--- config.mk ---
export PLATFORM = sky130hd
export DESIGN_NAME = island_pkt_asm
export DESIGN_NICKNAME = d
export VERILOG_FILES = /design/src/rtl/isl_pkg.sv /design/src/rtl/isl_beat_split.sv /design/src/rtl/isl_sync_rec.sv /design/src/rtl/isl_lane_map.sv /design/src/rtl/isl_island_ctl.sv /design/src/rtl/island_pkt_asm.sv
export SDC_FILE = /design/constraint.sdc
export NUM_CORES = 1
export LEC_CHECK = 0
export BUFFER_PORTS_ARGS = -buffer_cell sky130_fd_sc_hd__buf_4
export CAP_MARGIN = 20
export CORE_ASPECT_RATIO = 0.9
export CORE_MARGIN = 2
export CORE_UTILIZATION = 30
export CTS_BUF_LIST = sky130_fd_sc_hd__clkbuf_2 sky130_fd_sc_hd__clkbuf_4 sky130_fd_sc_hd__clkbuf_8
export DETAILED_ROUTE_END_ITERATION = 6
export GPL_ROUTABILITY_DRIVEN = 0
export PLACE_DENSITY = 0.6
export SYNTH_ARGS = -nofsm -noshare
export SYNTH_HDL_FRONTEND = slang
export SYNTH_SLANG_ARGS = --single-unit
--- constraint.sdc ---
create_clock -name clk -period 7 [get_ports clk]
set_clock_uncertainty 0.1 [all_clocks]
set_input_delay 0.7 -clock clk [delete_from_list [all_inputs] [get_ports clk]]
set_output_delay 0.7 -clock clk [all_outputs]
set_load 0.02 [all_outputs]
--- src/rtl/isl_pkg.sv ---
package isl_pkg;
  localparam int NIB_W = 4;

  typedef struct packed {
    logic             hs;
    logic             vs;
    logic             hdr_bit;
    logic [NIB_W-1:0] even_bits;
    logic [NIB_W-1:0] odd_bits;
  } isl_beat_t;
endpackage

--- src/rtl/isl_beat_split.sv ---
module isl_beat_split
  import isl_pkg::*;
(
  input  logic [NIB_W-1:0] ch0,
  input  logic [NIB_W-1:0] ch1,
  input  logic [NIB_W-1:0] ch2,
  output isl_beat_t        beat
);
  logic unused_ch0_top;

  assign unused_ch0_top = ch0[3];

  always_comb begin
    beat.hs        = ch0[0];
    beat.vs        = ch0[1];
    beat.hdr_bit   = ch0[2];
    beat.even_bits = ch1;
    beat.odd_bits  = ch2;
  end
endmodule

--- src/rtl/isl_sync_rec.sv ---
module isl_sync_rec (
  input  logic clk,
  input  logic rst_n,
  input  logic upd,
  input  logic hs_in,
  input  logic vs_in,
  output logic hsync,
  output logic vsync
);
  always_ff @(posedge clk) begin
    if (!rst_n) begin
      hsync <= 1'b0;
      vsync <= 1'b0;
    end else if (upd) begin
      hsync <= hs_in;
      vsync <= vs_in;
    end
  end
endmodule

--- src/rtl/isl_lane_map.sv ---
module isl_lane_map #(
  parameter int PKT_BEATS = 32,
  parameter int SUBS      = 4
) (
  input  logic                        clk,
  input  logic                        rst_n,
  input  logic                        shift,
  input  logic                        hdr_bit,
  input  logic [SUBS-1:0]             even_bits,
  input  logic [SUBS-1:0]             odd_bits,
  output logic [PKT_BEATS-1:0]        hdr_nxt,
  output logic [SUBS*2*PKT_BEATS-1:0] body_nxt
);
  localparam int SUB_W = 2 * PKT_BEATS;

  logic [PKT_BEATS-1:0] hdr_q;

  always_comb begin
    hdr_nxt = hdr_q;
    if (shift) hdr_nxt = {hdr_bit, hdr_q[PKT_BEATS-1:1]};
  end

  always_ff @(posedge clk) begin
    if (!rst_n) hdr_q <= '0;
    else        hdr_q <= hdr_nxt;
  end

  for (genvar k = 0; k < SUBS; k++) begin : g_sub
    logic [SUB_W-1:0] sub_q;
    logic [SUB_W-1:0] sub_n;

    always_comb begin
      sub_n = sub_q;
      if (shift) sub_n = {odd_bits[k], even_bits[k], sub_q[SUB_W-1:2]};
    end

    always_ff @(posedge clk) begin
      if (!rst_n) sub_q <= '0;
      else        sub_q <= sub_n;
    end

    assign body_nxt[k*SUB_W +: SUB_W] = sub_n;
  end
endmodule

--- src/rtl/isl_island_ctl.sv ---
module isl_island_ctl #(
  parameter int PKT_BEATS = 32,
  parameter int MAX_PKTS  = 18
) (
  input  logic                            clk,
  input  logic                            rst_n,
  input  logic                            acc,
  input  logic                            island_act,
  input  logic                            guard,
  output logic                            pkt_done,
  output logic                            isl_done,
  output logic [$clog2(MAX_PKTS+2)-1:0]   isl_pkts,
  output logic                            isl_err
);
  localparam int BEAT_W = $clog2(PKT_BEATS);
  localparam int CNT_W  = $clog2(MAX_PKTS + 2);
  localparam logic [CNT_W-1:0]  CNT_CAP  = CNT_W'(MAX_PKTS + 1);
  localparam logic [CNT_W-1:0]  CNT_MAX  = CNT_W'(MAX_PKTS);
  localparam logic [BEAT_W-1:0] BEAT_END = BEAT_W'(PKT_BEATS - 1);

  logic [BEAT_W-1:0] beat_q;
  logic [CNT_W-1:0]  cnt_q;
  logic              in_isl_q;
  logic              data_beat;
  logic              close_isl;

  assign data_beat = acc && island_act && !guard;
  assign close_isl = acc && !island_act && in_isl_q;
  assign pkt_done  = data_beat && (beat_q == BEAT_END);

  always_ff @(posedge clk) begin
    if (!rst_n) begin
      beat_q   <= '0;
      cnt_q    <= '0;
      in_isl_q <= 1'b0;
      isl_done <= 1'b0;
      isl_pkts <= '0;
      isl_err  <= 1'b0;
    end else begin
      isl_done <= close_isl;
      if (acc) in_isl_q <= island_act;
      if (close_isl) begin
        isl_pkts <= cnt_q;
        isl_err  <= (beat_q != '0) || (cnt_q == '0) || (cnt_q > CNT_MAX);
        beat_q   <= '0;
        cnt_q    <= '0;
      end else if (data_beat) begin
        beat_q <= pkt_done ? '0 : beat_q + 1'b1;
        if (pkt_done && cnt_q != CNT_CAP) cnt_q <= cnt_q + 1'b1;
      end
    end
  end
endmodule

--- src/rtl/island_pkt_asm.sv ---
module island_pkt_asm
  import isl_pkg::*;
#(
  parameter int PKT_BEATS = 32,
  parameter int MAX_PKTS  = 18
) (
  input  logic                                clk,
  input  logic                                rst_n,
  input  logic                                in_valid,
  output logic                                in_ready,
  input  logic                                island_act,
  input  logic                                guard,
  input  logic [NIB_W-1:0]                    ch0,
  input  logic [NIB_W-1:0]                    ch1,
  input  logic [NIB_W-1:0]                    ch2,
  output logic                                pkt_valid,
  input  logic                                pkt_ready,
  output logic [PKT_BEATS-1:0]                pkt_hdr,
  output logic [NIB_W*2*PKT_BEATS-1:0]        pkt_body,
  output logic                                hsync,
  output logic                                vsync,
  output logic                                isl_done,
  output logic [$clog2(MAX_PKTS+2)-1:0]       isl_pkts,
  output logic                                isl_err
);
  localparam int BODY_W = NIB_W * 2 * PKT_BEATS;

  isl_beat_t            beat;
  logic                 acc;
  logic                 data_beat;
  logic                 pkt_done;
  logic [PKT_BEATS-1:0] hdr_nxt;
  logic [BODY_W-1:0]    body_nxt;

  assign in_ready  = !pkt_valid || pkt_ready;
  assign acc       = in_valid && in_ready;
  assign data_beat = acc && island_act && !guard;

  isl_beat_split u_split (
    .ch0  (ch0),
    .ch1  (ch1),
    .ch2  (ch2),
    .beat (beat)
  );

  isl_sync_rec u_sync (
    .clk   (clk),
    .rst_n (rst_n),
    .upd   (acc && island_act),
    .hs_in (beat.hs),
    .vs_in (beat.vs),
    .hsync (hsync),
    .vsync (vsync)
  );

  isl_lane_map #(.PKT_BEATS(PKT_BEATS), .SUBS(NIB_W)) u_lanes (
    .clk       (clk),
    .rst_n     (rst_n),
    .shift     (data_beat),
    .hdr_bit   (beat.hdr_bit),
    .even_bits (beat.even_bits),
    .odd_bits  (beat.odd_bits),
    .hdr_nxt   (hdr_nxt),
    .body_nxt  (body_nxt)
  );

  isl_island_ctl #(.PKT_BEATS(PKT_BEATS), .MAX_PKTS(MAX_PKTS)) u_ctl (
    .clk        (clk),
    .rst_n      (rst_n),
    .acc        (acc),
    .island_act (island_act),
    .guard      (guard),
    .pkt_done   (pkt_done),
    .isl_done   (isl_done),
    .isl_pkts   (isl_pkts),
    .isl_err    (isl_err)
  );

  always_ff @(posedge clk) begin
    if (!rst_n) begin
      pkt_valid <= 1'b0;
      pkt_hdr   <= '0;
      pkt_body  <= '0;
    end else if (pkt_done) begin
      pkt_valid <= 1'b1;
      pkt_hdr   <= hdr_nxt;
      pkt_body  <= body_nxt;
    end else if (pkt_ready) begin
      pkt_valid <= 1'b0;
    end
  end
endmodule

==> qor.csv <==
metric,value,unit
p_per_area,274.0,nW/µm²
clk_pin_slew_worst_paths,60,ps
netlist-cell-type-count,32,
slowest_stage,nor3_4,
p_seq_share,48.2,%
start_util,30.21,%
ir_worst_vdd,143.6,µV
fin_tns_setup,0,ps
yosysSeqAreaShare,58.25,%
grt_max_degree,185,
nets,2828,
layout_common_cells,"nand2_1, dfxtp_1, a21oi_1",
status,"finished, final reports clean",
synth_seq_cells,588,
die_x,277.6,µm
track_usage,14.53,%
synth_area_leaders,"dfxtp_1, nand2_1, a21oi_1, clkbuf_1, buf_2",
end_kind,register,
layout_commonest_cell,nand2_1,
crit_buf_inv,1,
vias_per_cell,4.536,
path_cells,ha_1 -> and3_1 -> ha_1 -> nand2b_1 -> nor3_4 -> buf_4 -> nand2_1 -> a21oi_1,
final-setup-viol-count,0,
fin_util,37.98,%
core_area,66890,µm²
drc,0,
min_path_cells,3,
cts_resized,0,
io_buffers,315,
p_total,6.959,mW
num_rows,90,
grt_pass1_vias,15670,
grt_first_pass_wirelength,83780,µm
first_pass_iters,5,
clk_latency,690,ps
switchingPower,1.556,mW
die_h,250.2,µm
combPwrFrac,1.8,%
fin_ws,3650,ps
cts_hold_buf,0,
drtIter0Drc,1009,
drt_wl_total,51980,µm
syn_nets,2591,
dpl_worst_slack,3234,ps
drv_cap,0,
slowest_delay,740,ps
num_vias,17080,
clockBufferDepth,3,
rsz0062_at_grt,no,
tightest_slew,957.0,ps
postSynthAreaPerCell,7.873,µm²
min_period,3350,ps
drive_gt1_share,18.13,%
leakagePower,8.999,nW
htreeDepth,3,
die_area,69460,µm²
async_flop_share,0,%
placed_cells,3574,
path_class,register to register,
antenna_cells,0,
relSlewSlack,36.20,%
antenna_left,0,
cp-start-kind,register,
ioPinCount,317,
maxSlewViolCount,0,
critPathMaxFanout,73,
yosys.area.top_type_share,58.25,%
timing.critical_path.arrival,3820,ps
fin_cells,3765,
hold_path_class,input port to register,
p_sw_share,22.36,%
root_buffer,clkbuf_8,
grt.overflow.total,0,
crit_top_cell,ha_1,
period_share,47.85,%
internal_power,5.403,mW
fmax,0.2985,GHz
cp_data_required_time,7470,ps
hold_viol,0,
synth_cells,2567,
ys_warn_count,0,
critical_path.top_delay_family,simple AND/OR/NAND/NOR gates,
cts_tree,done,
synth_edf_count,0,
cts_made_buffers,101,
cts_sinks,588,
place_hpwl,29480,µm
wire_per_inst,13.81,µm
area_growth,25.70,%
worstRegToRegCells,8,
postCtsSetupBuffers,0,
syn-cell-area,20210,µm²
antenna_found_initial,0,
ys.flop_type,dfxtp_1,
yosys.area.top_type,dfxtp_1,
cp.depth,8,
power.share.clock,50.1,%
[sequential cells by signal (all words and copies together), names as in the netlist]
| name | flops |
|---|---|
| u_ctl.isl_done | 1 |
| u_ctl.isl_err | 1 |
| u_ctl.cnt_q | 5 |
| u_sync.vsync | 1 |
| pkt_valid | 1 |
| u_ctl.isl_pkts | 5 |
| u_lanes.g_sub.sub_q | 248 |
| u_sync.hsync | 1 |
| pkt_hdr | 32 |
| u_ctl.in_isl_q | 1 |
| u_ctl.beat_q | 5 |
| u_lanes.hdr_q | 31 |
| pkt_body | 256 |
[power groups by stage]
| stage | combinational [mW] | sequential, mW | clock [mW] |
|---|---|---|---|
| floorplan | 0.0860 | 3.43 | 0 |
| global placement | 0.124 | 3.43 | 0 |
| detailed placement | 0.124 | 3.43 | 0 |
| CTS | 0.124 | 3.35 | 3.59 |
| global route | 0.135 | 3.35 | 3.75 |
| finish | 0.122 | 3.35 | 3.48 |
[cells by family after synthesis]
| group | Yosys count | synth area share (%) |
|---|---|---|
| multiplexers | 2 | 0.09906 |
| buffers and inverters | 201 | 4.142 |
| flip-flops | 588 | 58.25 |
| adder cells (fa/ha/maj) | 6 | 0.3715 |
| AND/OR/NAND/NOR | 1177 | 22.26 |
| AO/OA/AOI/OAI | 590 | 14.75 |
| XOR/XNOR | 3 | 0.1300 |
[synth_stat cells (all sizes together), types with 2 or more instances]
cell	count
inv	5
clkbuf	130
nand3b	3
o21ai	5
nor4	3
a22o	6
nand2	1143
nand3	2
nor3	3
or3	3
a21oi	577
mux2i	2
xnor2	3
buf	65
nor2	11
ha	6
dfxtp	588
[through the flow]
stage	hold slack, ps	area (µm²)
final	176.8	25400
after global routing	84.94	25400
after CTS	87.87	25380
after detailed placement	344.7	23050
after global placement	340.0	23050
after floorplan	332.1	20210
[path summary, 6_finish.rpt]
path / slack, ps / from / end
worst max register to register: 3650 / u_ctl.beat_q[0] / pkt_body[189]
worst min-delay path: 180 / ch1[3] / u_lanes.g_sub[3].sub_q[62]
worst min register to register: 340 / u_lanes.hdr_q[9] / u_lanes.hdr_q[8]
worst max-delay path: 3650 / u_ctl.beat_q[0] / pkt_body[189]
[routing by layer]
metal	part of all wire [%]	global-route usage (%)	up-vias	wire length [µm]
met5	0	0	-	0
met4	1.9	3.923	0	1009
met3	6.2	4.682	75	3206
met2	45	23.07	304	23640
met1	46	18.97	7931	24130
li1	-	-	8769	-
[cell type report]
class	instances	area, µm²
Fill cell	7050	41490
Clock inverter	31	359.1
Multi-Input combinational cell	1778	7616
Clock buffer	159	1976
Inverter	6	30.03
Sequential cell	588	11770
Timing Repair Buffer	329	2557
Tap cell	874	1094
[worst register-to-register path, cell delays in order, from the launching register on]
cell      delay [ps]
dfxtp_1          400
ha_1             200
and3_1           160
ha_1             310
nand2b_1         200
nor3_4           740
buf_4            740
nand2_1          260
a21oi_1          150
No activity file was read; power rests on OpenSTA's default activity.
